--- config.mk ---
export PLATFORM = sky130hd
export DESIGN_NAME = fbk_sym_encoder
export DESIGN_NICKNAME = d
export VERILOG_FILES = /design/src/rtl/fse_pkg.sv /design/src/rtl/fse_step_map.sv /design/src/rtl/fse_frame_ctrl.sv /design/src/rtl/fse_datapath.sv /design/src/rtl/fbk_sym_encoder.sv
export SDC_FILE = /design/constraint.sdc
export NUM_CORES = 1
export LEC_CHECK = 0
export ABC_AREA = 1
export CAP_MARGIN = 15
export CORE_UTILIZATION = 47
export CTS_CLUSTER_SIZE = 14
export DETAILED_ROUTE_END_ITERATION = 10
export PLACE_DENSITY = 0.73
export SYNTH_ARGS = -nofsm -noshare
export SYNTH_HDL_FRONTEND = slang
export SYNTH_HIERARCHICAL = 1
export SYNTH_SLANG_ARGS = --single-unit
--- constraint.sdc ---
create_clock -name clk -period 1.6 [get_ports clk]
set_input_delay 0.24 -clock clk [delete_from_list [all_inputs] [get_ports clk]]
set_output_delay 0.24 -clock clk [all_outputs]
set_load 0.01 [all_outputs]
--- src/rtl/fse_pkg.sv ---
package fse_pkg;

  // Output triple is {bit1, bit2, bit3}; symbol is {M1, M2, M3}.
  function automatic logic [2:0] fse_lookup(input logic sel, input logic [2:0] m);
    logic [2:0] r;
    case ({sel, m})
      4'b0000: r = 3'b000;
      4'b0001: r = 3'b101;
      4'b0010: r = 3'b110;
      4'b0011: r = 3'b011;
      4'b0100: r = 3'b000;
      4'b0101: r = 3'b101;
      4'b0110: r = 3'b110;
      4'b0111: r = 3'b011;
      4'b1000: r = 3'b001;
      4'b1001: r = 3'b001;
      4'b1010: r = 3'b010;
      4'b1011: r = 3'b010;
      4'b1100: r = 3'b100;
      4'b1101: r = 3'b111;
      4'b1110: r = 3'b100;
      default: r = 3'b111;
    endcase
    return r;
  endfunction

endpackage

--- src/rtl/fse_step_map.sv ---
module fse_step_map
  import fse_pkg::*;
(
  input  logic       sel,
  input  logic [2:0] sym,
  output logic [2:0] step_out
);
  always_comb step_out = fse_lookup(sel, sym);
endmodule

--- src/rtl/fse_frame_ctrl.sv ---
module fse_frame_ctrl #(
  parameter int STEPS = 12
) (
  input  logic clk,
  input  logic rst,
  input  logic start,
  input  logic valid,
  output logic busy,
  output logic accept,
  output logic last,
  output logic done
);
  localparam int CW = (STEPS > 1) ? $clog2(STEPS) : 1;
  localparam logic [CW-1:0] LAST_IDX = CW'(STEPS - 1);

  logic [CW-1:0] cnt_q;
  logic          busy_q;
  logic          done_q;

  assign accept = busy_q & valid & ~start;
  assign last   = accept & (cnt_q == LAST_IDX);
  assign busy   = busy_q;
  assign done   = done_q;

  always_ff @(posedge clk) begin
    if (rst) begin
      cnt_q  <= '0;
      busy_q <= 1'b0;
      done_q <= 1'b0;
    end else begin
      done_q <= last;
      if (start) begin
        cnt_q  <= '0;
        busy_q <= 1'b1;
      end else if (accept) begin
        if (last) begin
          cnt_q  <= '0;
          busy_q <= 1'b0;
        end else begin
          cnt_q <= cnt_q + 1'b1;
        end
      end
    end
  end
endmodule

--- src/rtl/fse_datapath.sv ---
module fse_datapath #(
  parameter int RES_W = 24
) (
  input  logic             clk,
  input  logic             rst,
  input  logic             start,
  input  logic             accept,
  input  logic             last,
  input  logic [2:0]       step_out,
  output logic             sel,
  output logic [RES_W-1:0] result,
  output logic [2:0]       final_t
);
  logic             sel_q;
  logic [RES_W-1:0] res_q;
  logic [2:0]       fin_q;

  assign sel     = sel_q;
  assign result  = res_q;
  assign final_t = fin_q;

  always_ff @(posedge clk) begin
    if (rst || start) begin
      sel_q <= 1'b0;
      res_q <= '0;
      fin_q <= '0;
    end else if (accept) begin
      res_q <= RES_W'({res_q, step_out[2:1]});
      sel_q <= step_out[0];
      if (last) fin_q <= step_out;
    end
  end
endmodule

--- src/rtl/fbk_sym_encoder.sv ---
module fbk_sym_encoder #(
  parameter int STEPS = 12,
  localparam int RES_W = 2 * STEPS
) (
  input  logic             clk,
  input  logic             rst,
  input  logic             start_i,
  input  logic [2:0]       sym_i,
  input  logic             sym_valid_i,
  output logic [RES_W-1:0] result_o,
  output logic [2:0]       final_o,
  output logic             done_o
);
  logic       busy_w;
  logic       accept_w;
  logic       last_w;
  logic       sel_w;
  logic [2:0] step_w;

  fse_frame_ctrl #(.STEPS(STEPS)) u_ctrl (
    .clk(clk), .rst(rst), .start(start_i), .valid(sym_valid_i),
    .busy(busy_w), .accept(accept_w), .last(last_w), .done(done_o)
  );

  fse_step_map u_map (.sel(sel_w), .sym(sym_i), .step_out(step_w));

  fse_datapath #(.RES_W(RES_W)) u_dp (
    .clk(clk), .rst(rst), .start(start_i), .accept(accept_w), .last(last_w),
    .step_out(step_w), .sel(sel_w), .result(result_o), .final_t(final_o)
  );
endmodule

* Yosys cells after proc, flatten, opt, wreduce, memory -nomap -nowiden
Memories as Yosys holds them, arrays and structs flattened. Index checks and enable logic that the tools add are counted.
Word-level totals: bits in registers 34, latch bits 0, bits in writable memories 0, memory bits (read-only) 48, input bits 7, output and inout port bits 28, word-level logic and storage cells 23, memories 1
Cells by class: $add $sub $neg 1, multiply operators 0, div/mod/pow operators 0, magnitude comparators 0, eq/ne operators 1, shift operators 0, muxes and demuxes 4, bitwise logic cells 4, reductions and logical operators 6
Memories:
- (name not given) | depth 16, bits a word 3, read ports 1, clocked after memory_dff 0, wr ports 0, line fse_pkg.sv:6 | case ({sel, m})
Operators by type and width (count):
- $add A4 B1 Y4 const B | 1
- $eq A4 B4 Y1 const B | 1
- $mux W4 | 1
- $reduce_and A2 Y1 | 2
- $reduce_bool A2 Y1 | 2
- $and A1 B1 Y1 | 3
- $mux W1 | 3
- $reduce_or A2 Y1 | 1
- $logic_or A1 B1 Y1 | 1
- $not A1 Y1 | 1

* Depth between registers and ports, before layout
Gate-level depths: netlist (run 1).
word-level depth 6, mapped depth 9, mapped depth without buffers 9

* Cells and area by module
Netlist (run 1), hierarchy kept.
By module, submodules not included:
- fse_datapath | instances 1, cells each 128, area each 1036.0 sq um, sequential area each 560.5 sq um
- fse_frame_ctrl | instances 1, cells each 43, area each 287.8 sq um, sequential area each 120.1 sq um
- fse_step_map | instances 1, cells each 16, area each 66.3 sq um, sequential area each 0.0 sq um

* Worst setup path after synthesis (run 1)
Ideal clock, no wire load.
path kind flip-flop to flip-flop, from register u_ctrl.cnt_q[0], to register u_dp.fin_q[1] (netlist: u_dp/final_t[1]), setup time 0.113 ns, data arrival time 1.000 ns, required time 1.487 ns, setup slack 0.487 ns, stages on the path, launching flop included 7, period minus slack after synthesis 1.113 ns, cell sequence dfxtp_1 ha_1 nand2_1 nor2_1 nand2_1 nor2_1 nor2_1
On the way: cells in the longest elaborated chain, start to end 3
RTL lines:
- start, declared | line fse_frame_ctrl.sv:16 | logic [CW-1:0] cnt_q;
- start signal, assigned | line fse_frame_ctrl.sv:40 | cnt_q <= cnt_q + 1'b1;
- $eq A4 B4 Y1 | line fse_frame_ctrl.sv:21 | assign last = accept & (cnt_q == LAST_IDX);
- $and A1 B1 Y1 | line fse_frame_ctrl.sv:21
- via last_w | line fbk_sym_encoder.sv:16 | logic last_w;
- $reduce_and A2 Y1 (no line)
- end signal, assigned | line fse_datapath.sv:30 | if (last) fin_q <= step_out;
- end, declared | line fse_datapath.sv:16 | logic [2:0] fin_q;
The timed path passes the listed nets, and every way through them passes these cells. A chain may end at the register's enable or synchronous reset.

* Worst setup path after layout (run 1)
from register u_dp.res_q[2] (netlist: u_dp/result[2]), to output result_o[2]
RTL lines:
- start, declared | line fse_datapath.sv:15 | logic [RES_W-1:0] res_q;
- start signal, assigned | line fse_datapath.sv:28 | res_q <= RES_W'({res_q, step_out[2:1]});
- end, declared | line fbk_sym_encoder.sv:10 | output logic [RES_W-1:0] result_o,
No word-level cell between the ends.

==> impl_metrics.yaml, run 1 <==
hold_path:
  worst_hold_path_type: "reg2reg"
  hold_path.startpoint: "u_dp/result[23]$_SDFFE_PP0P_"
placement:
  routabilityCongestion: 0.7866
  post_dp_cell_area_sq_um: 1758
  port_buffers: 34
  post-dp-hpwl_um: 1929
  place.detailed.instances: 251
logic_synthesis:
  synth-warning-count: 6
  post_synth_xor_area_fraction_pct: 0
  synth_simple_gate_area_share_pct: 31.05
  library_cell_occupying_the_most_area_in_the_post_synthesis_netlist: "sky130_fd_sc_hd__dfxtp_1"
  synth_edf_count: 0
  synth.cell_area_sq_um: 1390
  syn_avg_cell_area_sq_um: 7.434
  synth_cells: 187
  synth_top_family_by_area: "simple AND/OR/NAND/NOR gates"
  ys_types: 18
  synth_top_cell_area_share_pct: 48.96
  synth_seq_cells: 34
  synth_compound_area_share_pct: 10.35
  synth.yosys.seq_area_share_pct: 48.96
  netlist_top_cells_area: "sky130_fd_sc_hd__dfxtp_1, sky130_fd_sc_hd__nor2_1, sky130_fd_sc_hd__nand2_1"
  synthArstFlopShare_pct: 0
  syn-num-nets: 195
  synth-adder-area-share_pct: 0.9001
  synth_flop_cell: "sky130_fd_sc_hd__dfxtp_1"
  muxShareOfSynthArea_pct: 0
grt:
  global_route.usage.total_pct: 19.54
  antenna_found_initial: 0
  use_met1_pct: 23.14
  grt_start_max_net_pins: 29
  grt_most_used_layer: "met2"
  remaining_global_route_overflow: 0
  number_of_global_route_vias_before_repair: 1115
  groute.layer.met3.usage_pct: 6.221
  grt_first_pass_wirelength_um: 4692
  grt_util_met2_pct: 29.93
detailed_routing:
  drt_iter0_markers: 29
  drcViolationCount: 0
  drt-total-wl_um: 2868
  vias: 1257
  route.antenna.remaining_nets: 0
  drt_pass1_iterations: 5
  vias_per_cell: 4.853
  route.detailed.wl_per_inst_um: 11.07
clock_network:
  cts_buffer_depth: 2
  clock_tree.root_cell: "sky130_fd_sc_hd__clkbuf_4"
  clkSlewWorstSetupHoldPaths_ns: 0.11
  clock_sink_count: 34
  post-cts-setup-buffers: 0
  tritoncts.num_buffers: 5
  post_cts.resized_instances: 0
  cts_hold_repair.buffers: 0
  maximum_level_of_the_cts_h_tree: 2
  tritoncts: "done"
  clk_latency_ns: 0.35
floorplan:
  die-area_sq_um: 3179
  die_h_um: 56.39
  ioPinCount: 35
  initial_utilization_pct: 49.98
  core_area_sq_um: 2781
  placementRows: 19
  dieWidth_um: 56.39
status:
  outcome: "complete, no violations"
power:
  worst_ir_drop_vdd_mv: 0.7558
  fin_total_pwr_w: 0.001542
  power_per_unit_of_standard_cell_area_nw_per_um2: 844.4
  leak_pwr_nw: 0.7309
setup_path:
  critical_path.startpoint: "u_dp/result[2]$_SDFFE_PP0P_"
  path_delay_family: "buffers and inverters"
  critical_path.slowest_cell: "sky130_fd_sc_hd__clkdlybuf4s50_1"
  cp-start-kind: "flip-flop"
  worst-setup-path-type: "reg2out"
  cp.arrival_ns: 1.29
  reg2reg_from: "u_ctrl/cnt_q[1]$_SDFFE_PP0P_"
  cp_cell_sequence: "clkdlybuf4s50_1"
  crit_path_max_incr_delay_ns: 0.55
  worstPathMaxFanout: 3
  required_ns: 1.36
  timing.critical_path.buf_inv: 1
  worst_setup_path_end_kind: "primary output"
final_layout:
  final_cell_count_no_fill: 259
  nNetsFinal: 235
  final_core_util_pct: 65.68
  layout.cells.most_common: "sky130_fd_sc_hd__nor2_1"
  synthToLayoutAreaGrowth_pct: 31.41
  mostFrequentLayoutCells: "sky130_fd_sc_hd__nor2_1, sky130_fd_sc_hd__dfxtp_1, sky130_fd_sc_hd__clkdlybuf4s50_1"
  finalInstanceArea_sq_um: 1827
  post_route_cells_drive_above_1_share_pct: 11.40
  fillers: 254
  num_antenna_cells: 0
sta:
  final_period_minus_worst_setup_slack_ns: 1.528
  setup_viol: 0
  final_critical_path_share_of_the_clock_period_pct: 95.50
  finalHoldViolations: 0
  max_slew.worst_pin.slew_ns: 0.3934
  timing.final.max_slew_violations: 0
  worst_slew_margin_rel_pct: 73.74
  fmax_mhz: 654.5
  setup_total_negative_slack_ns: 0
  setup_repair_after_global_routing_missed_its_margin: "false"
  fin_worst_skew_ns: 0.01194
job:
  cap_violations: 0
==> registers in the layout, indices dropped and copies added (netlist names) <==
register      count
u_dp/final_t      3
u_dp/sel          1
u_dp/result      24
u_ctrl/busy       1
u_ctrl/done       1
u_ctrl/cnt_q      4
==> worst register-to-register path: stages (launching register included) <==
cell	delay, ns
sky130_fd_sc_hd__dfxtp_1	0.38
sky130_fd_sc_hd__ha_1	0.23
sky130_fd_sc_hd__nand2_1	0.07
sky130_fd_sc_hd__nor2_1	0.18
sky130_fd_sc_hd__nand2_1	0.14
sky130_fd_sc_hd__nand2_1	0.08
sky130_fd_sc_hd__nand2_1	0.04
sky130_fd_sc_hd__nor2_1	0.08
==> final timing paths <==
path / slack [ns] / end / cells past startpoint
setup / recovery: 0.07 / result_o[2] / 1
hold / removal: 0.49 / u_dp/result[23]$_SDFFE_PP0P_ / 2
setup reg to reg: 0.35 / u_dp/final_t[1]$_SDFFE_PP0P_ / 7
hold reg to reg: 0.49 / u_dp/result[23]$_SDFFE_PP0P_ / 2
==> cell type report <==
cell class / count / area (sq um) / share of cell area [%]
tap: 31 / 38.79 / 2.123
inverter: 14 / 52.55 / 2.877
clock buffer: 6 / 51.30 / 2.808
sequential: 34 / 680.7 / 37.26
multi-input combinational: 132 / 588.1 / 32.19
clock inverter: 2 / 12.51 / 0.6849
timing repair buffer: 40 / 402.9 / 22.05
==> per-layer routing <==
layer / share of wire (%) / up-vias
met5: 0 / -
met4: 2.1 / 0
met3: 6.6 / 6
met2: 44 / 36
met1: 47 / 553
li1: - / 662
==> logic make-up after synthesis <==
logic type | Yosys count
buffers and inverters | 21
adders and majority gates | 1
AOI/OAI and AO/OA | 28
DFF | 34
and+or+nand+nor | 103
==> synth_stat cells (2+ instances only) <==
library cell	instances
sky130_fd_sc_hd__buf_6	5
sky130_fd_sc_hd__dfxtp_1	34
sky130_fd_sc_hd__inv_1	13
sky130_fd_sc_hd__nand2_1	24
sky130_fd_sc_hd__nand2_2	3
sky130_fd_sc_hd__nand3_1	7
sky130_fd_sc_hd__nor2_1	61
sky130_fd_sc_hd__nor2_2	5
sky130_fd_sc_hd__nor2_4	2
sky130_fd_sc_hd__o21ai_0	9
sky130_fd_sc_hd__o21ai_1	17
==> power breakdown <==
group	switching, W	internal (W)	leakage, nW
combinational	0.0000798	0.0000687	0.422
clock	0.000312	0.000211	0.0343
sequential	0.0000110	0.000860	0.275
==> metrics by stage <==
stage | hold WS, ns | setup slack (ns)
6_report | 0.4853 | 0.07208
5_1_grt | 0.5184 | 0.003382
4_1_cts | 0.4872 | 0.04134
3_5_place_dp | 0.4712 | 0.01852
3_3_place_gp | 0.4694 | 0.09230
2_1_floorplan | 0.3124 | 0.4870
Note: power is estimated with default switching activity, not from simulation.
==> run 2, diff against run 1 <==
Settings changed: CORE_UTILIZATION 47 to 43, PLACE_DENSITY 0.73 to 0.7.
Clock period 1.6 ns to 1.4 ns, I/O delays scaled along.
==> impl_metrics.yaml, run 2 (same netlist as run 1, synthesis figures left out) <==
status:
  outcome: "complete, no violations"
grt:
  grt_start_max_net_pins: 29
  number_of_global_route_vias_before_repair: 1175
  grt_first_pass_wirelength_um: 5023
  global_route.usage.total_pct: 19.74
  antenna_found_initial: 0
  remaining_global_route_overflow: 0
power:
  power_per_unit_of_standard_cell_area_nw_per_um2: 941.2
  leak_pwr_nw: 0.8348
  fin_total_pwr_w: 0.001712
  worst_ir_drop_vdd_mv: 0.6946
setup_path:
  worstPathMaxFanout: 4
  path_delay_family: "simple AND/OR/NAND/NOR gates"
  cp_cell_sequence: "ha_1 > nand2_1 > nor2_1 > nand2_1 > nand2_1 > nand2_1 > nor2_1"
  critical_path.slowest_cell: "sky130_fd_sc_hd__dfxtp_1"
  worst_setup_path_end_kind: "flip-flop"
  timing.critical_path.buf_inv: 0
  cpMostUsedCell: "sky130_fd_sc_hd__nand2_1"
  required_ns: 1.67
  cp-start-kind: "flip-flop"
  cp.arrival_ns: 1.51
  worst-setup-path-type: "reg2reg"
  crit_path_max_incr_delay_ns: 0.37
placement:
  post-dp-hpwl_um: 2015
  port_buffers: 34
  post_placement_worst_setup_slack_ns: -0.1609
  routabilityCongestion: 0.7050
floorplan:
  ioPinCount: 35
  dieWidth_um: 58.86
  placementRows: 20
  die-area_sq_um: 3464
  die_h_um: 58.86
  initial_utilization_pct: 45.53
  core_area_sq_um: 3053
hold_path:
  worst_hold_path_type: "reg2reg"
sta:
  setup_viol: 0
  max_slew.worst_pin.slew_ns: 0.3885
  final_period_minus_worst_setup_slack_ns: 1.236
  worst_slew_margin_rel_pct: 74.06
  setup_total_negative_slack_ns: 0
  worst_hold_slack_ns: 0.4855
  fmax_mhz: 808.9
  timing.final.max_slew_violations: 0
  finalHoldViolations: 0
  final_critical_path_share_of_the_clock_period_pct: 88.30
  setup_repair_after_global_routing_missed_its_margin: "false"
  fin_worst_skew_ns: 0.01067
  finalWorstSetupSlack_ns: 0.1638
final_layout:
  layout.cells.most_common: "sky130_fd_sc_hd__nor2_1"
  mostFrequentLayoutCells: "sky130_fd_sc_hd__nor2_1, sky130_fd_sc_hd__dfxtp_1, sky130_fd_sc_hd__dlygate4sd2_1"
  synthToLayoutAreaGrowth_pct: 30.87
  nNetsFinal: 236
  post_route_cells_drive_above_1_share_pct: 11.35
  flip_flop_count_of_the_largest_register_after_layout: 24
  final_core_util_pct: 59.59
  num_antenna_cells: 0
clock_network:
  cts_buffer_depth: 2
  cts_hold_repair.buffers: 0
  clkSlewWorstSetupHoldPaths_ns: 0.10
  tritoncts: "done"
  clock_sink_count: 34
  maximum_level_of_the_cts_h_tree: 2
  clock_tree.root_cell: "sky130_fd_sc_hd__clkbuf_4"
  clk_latency_ns: 0.33
  post-cts-setup-buffers: 0
  tritoncts.num_buffers: 5
detailed_routing:
  vias: 1288
  drt_iter0_markers: 43
  route.detailed.wl_per_inst_um: 10.84
  drt_pass1_iterations: 4
  vias_per_cell: 4.718
  route.antenna.remaining_nets: 0
  drcViolationCount: 0
  drt-total-wl_um: 2959
job:
  cap_violations: 0
==> run 2: cell types whose count changed in the layout (fill, tap and decap cells not counted) <==
cell / delta
sky130_fd_sc_hd__dlygate4sd2_1: +28
sky130_fd_sc_hd__clkdlybuf4s50_1: -26
sky130_fd_sc_hd__dlymetal6s2s_1: -2
sky130_fd_sc_hd__buf_12: +1
sky130_fd_sc_hd__clkbuf_1: +1
sky130_fd_sc_hd__clkinvlp_4: -1
==> run 2: path summary, 6_finish.rpt <==
| check | start | end | slack [ns] | cells past startpoint |
|---|---|---|---|---|
| hold reg to reg | u_dp/result[23]$_SDFFE_PP0P_ | u_dp/result[23]$_SDFFE_PP0P_ | 0.49 | 2 |
| hold / removal | u_dp/result[23]$_SDFFE_PP0P_ | u_dp/result[23]$_SDFFE_PP0P_ | 0.49 | 2 |
| setup / recovery | u_ctrl/cnt_q[0]$_SDFFE_PP0P_ | u_dp/final_t[1]$_SDFFE_PP0P_ | 0.16 | 7 |
| setup reg to reg | u_ctrl/cnt_q[0]$_SDFFE_PP0P_ | u_dp/final_t[1]$_SDFFE_PP0P_ | 0.16 | 7 |
==> run 2: report_power, final <==
part           internal, W  total, W  switching, W
Sequential        0.000982  0.000995     0.0000126
Combinational    0.0000739  0.000167     0.0000928
Clock             0.000243  0.000550      0.000307
Total              0.00130   0.00171      0.000413
==> run 2: final cells by class <==
type / instances / area (sq um)
Timing Repair Buffer: 41 / 382.9
Fill cell: 307 / 1234
Sequential cell: 34 / 680.7
Inverter: 14 / 52.55
Multi-Input combinational cell: 132 / 588.1
Clock buffer: 7 / 55.05
Clock inverter: 1 / 5.005
Tap cell: 44 / 55.05
==> run 2: stage by stage <==
stage                     instances  instance area, sq um
after detailed placement        265                  1794
after CTS                       273                  1819
after global placement          265                  1794
after global routing            273                  1819
final                           273                  1819
after floorplan                 187                  1390
==> run 2: tightest hold or removal path: stages, from the launching register on <==
cell                      delay, ns
sky130_fd_sc_hd__dfxtp_1       0.33
sky130_fd_sc_hd__nor2_1        0.08
sky130_fd_sc_hd__nor2_1        0.05
==> run 2: per-layer routing <==
| metal | share of wire [%] | track usage, % |
|---|---|---|
| met5 | 0 | 0 |
| met4 | 0.98 | 8.503 |
| met3 | 5.5 | 8.132 |
| met2 | 46 | 30.68 |
| met1 | 47 | 24.03 |
==> run 2: what timing repair did <==
action,4_1_cts,5_1_grt
hold endpoints to repair,0,0
endpoints found under the setup margin,28,0
resized for setup,28,0
==> run 3, diff against run 2 <==
Settings changed: CORE_MARGIN set to 8.
==> impl_metrics.yaml, run 3 (same netlist as run 1, synthesis figures left out) <==
grt:
  use_met1_pct: 15.28
  grt_first_pass_wirelength_um: 5568
  grt_most_used_layer: "met2"
  grt_start_max_net_pins: 29
  remaining_global_route_overflow: 0
  number_of_global_route_vias_before_repair: 1219
  antenna_found_initial: 0
  groute.layer.met3.usage_pct: 6.181
  global_route.usage.total_pct: 13.33
  grt_util_met2_pct: 20.58
final_layout:
  num_antenna_cells: 0
  area_of_the_multi_input_gates_sq_um: 590.6
  flip_flop_count_of_the_largest_register_after_layout: 24
  synthToLayoutAreaGrowth_pct: 30.96
  mostFrequentLayoutCells: "sky130_fd_sc_hd__nor2_1, sky130_fd_sc_hd__dfxtp_1, sky130_fd_sc_hd__dlygate4sd2_1"
  fillers: 320
  layout.cells.most_common: "sky130_fd_sc_hd__nor2_1"
  final_core_util_pct: 59.63
  seqCellArea_sq_um: 680.7
  post_route_cells_drive_above_1_share_pct: 11.84
  nNetsFinal: 237
placement:
  post-dp-hpwl_um: 2355
  port_buffers: 34
  routabilityCongestion: 0.7697
floorplan:
  die_h_um: 72.86
  ioPinCount: 35
  die-area_sq_um: 5308
  initial_utilization_pct: 45.53
  dieWidth_um: 72.86
  core_area_sq_um: 3053
  placementRows: 20
clock_network:
  clk_latency_ns: 0.33
  clock_tree.root_cell: "sky130_fd_sc_hd__clkbuf_4"
  cts_buffer_depth: 2
  tritoncts: "done"
  cts_hold_repair.buffers: 0
  maximum_level_of_the_cts_h_tree: 2
  clkSlewWorstSetupHoldPaths_ns: 0.10
  tritoncts.num_buffers: 5
  clock_sink_count: 34
setup_path:
  cpMostUsedCell: "sky130_fd_sc_hd__nand2_1"
  required_ns: 1.67
  cp_cell_sequence: "ha_1 > nand2_1 > nor2_2 > nand2_1 > nand2_1 > nand2_1 > nor2_1"
  worstPathMaxFanout: 4
  crit_path_max_incr_delay_ns: 0.37
  cp.arrival_ns: 1.54
  worst-setup-path-type: "reg2reg"
  cp-start-kind: "flip-flop"
  worst_setup_path_end_kind: "flip-flop"
  critical_path.slowest_cell: "sky130_fd_sc_hd__dfxtp_1"
sta:
  fin_worst_skew_ns: 0.008957
  max_slew.worst_pin.slew_ns: 0.4165
  final_critical_path_share_of_the_clock_period_pct: 90.84
  setup_repair_after_global_routing_missed_its_margin: "false"
  setup_total_negative_slack_ns: 0
  fmax_mhz: 786.3
  final_period_minus_worst_setup_slack_ns: 1.272
  finalHoldViolations: 0
  timing.final.max_slew_violations: 0
  worst_slew_margin_rel_pct: 72.19
  setup_viol: 0
power:
  worst_ir_drop_vdd_mv: 0.6387
  total_switching_power_w: 0.0004071
  power_frac_seq_pct: 58.8
  share_comb_of_total_power_pct: 10.1
  cellInternalPower_w: 0.001286
  power.switching_fraction_pct: 24.05
  leak_pwr_nw: 0.8343
  power_per_unit_of_standard_cell_area_nw_per_um2: 929.8
  clock_power_share_pct: 31.1
  fin_total_pwr_w: 0.001693
detailed_routing:
  route.antenna.remaining_nets: 0
  route.detailed.wl_per_inst_um: 12.35
  drt_pass1_iterations: 4
  drt_iter0_markers: 59
  vias_per_cell: 4.717
  vias: 1283
  drt-total-wl_um: 3360
  drcViolationCount: 0
job:
  cap_violations: 0
hold_path:
  worst_hold_path_type: "reg2reg"
status:
  outcome: "complete, no violations"
[run 3: cell count changes in the layout (fill, tap and decap cells not counted)]
cell | previous run | this run
sky130_fd_sc_hd__nor2_2 | 5 | 6
sky130_fd_sc_hd__buf_4 | 5 | 6
sky130_fd_sc_hd__nor2_1 | 61 | 60
sky130_fd_sc_hd__clkbuf_1 | 1 | 0
sky130_fd_sc_hd__clkinv_2 | 1 | 0
[run 3: area by class of cell]
class	count	area share, %
Multi-Input combinational cell	132	32.44
Inverter	14	2.887
Tap cell	44	3.024
Timing Repair Buffer	42	21.44
Clock buffer	6	2.818
Sequential cell	34	37.39
[run 3: power groups by stage]
stage	logic, W	clock network (W)	registers (W)
floorplan	0.0000994	0	0.00102
global placement	0.000174	0	0.00102
detailed placement	0.000178	0	0.00102
CTS	0.000172	0.000552	0.000995
global route	0.000190	0.000588	0.000998
finish	0.000171	0.000527	0.000995
[run 3: final timing paths]
check                               startpoint  slack (ns)                           end  depth (start not counted)
setup / recovery  u_ctrl/cnt_q[1]$_SDFFE_PP0P_        0.13  u_dp/final_t[2]$_SDFFE_PP0P_                          7
hold / removal    u_dp/result[23]$_SDFFE_PP0P_        0.48  u_dp/result[23]$_SDFFE_PP0P_                          2
setup reg to reg  u_ctrl/cnt_q[1]$_SDFFE_PP0P_        0.13  u_dp/final_t[2]$_SDFFE_PP0P_                          7
hold reg to reg   u_dp/result[23]$_SDFFE_PP0P_        0.48  u_dp/result[23]$_SDFFE_PP0P_                          2
[run 3: worst max-delay path, delay by kind of cell (launching register included)]
family | cells | cell delay (ns)
simple gates | 6 | 0.60
flops | 1 | 0.37
fa+ha+maj | 1 | 0.24
[run 3: routing by layer]
metal | up-vias | wire (um) | part of all wire (%)
li1 | 667 | - | -
met2 | 33 | 1545 | 46
met3 | 6 | 292 | 8.7
met1 | 577 | 1473 | 44
met5 | - | 0 | 0
met4 | 0 | 49 | 1.5
[run 3: through the flow]
step / cells / area [sq um] / worst slack (ns) / hold slack, ns
floorplan: 187 / 1390 / 0.2870 / 0.2824
global placement: 266 / 1802 / -0.05686 / 0.4746
detailed placement: 266 / 1802 / -0.09445 / 0.4728
CTS: 272 / 1818 / 0.06060 / 0.4840
global route: 272 / 1821 / 0.04156 / 0.5225
finish: 272 / 1821 / 0.1282 / 0.4831
[run 3: timing repair]
item / CTS / global route
endpoints found under the hold margin: 0 / 0
resized for setup: 28 / 1
pin swaps: 0 / 0
setup buffers: 0 / 0
setup endpoints to repair: 28 / 2
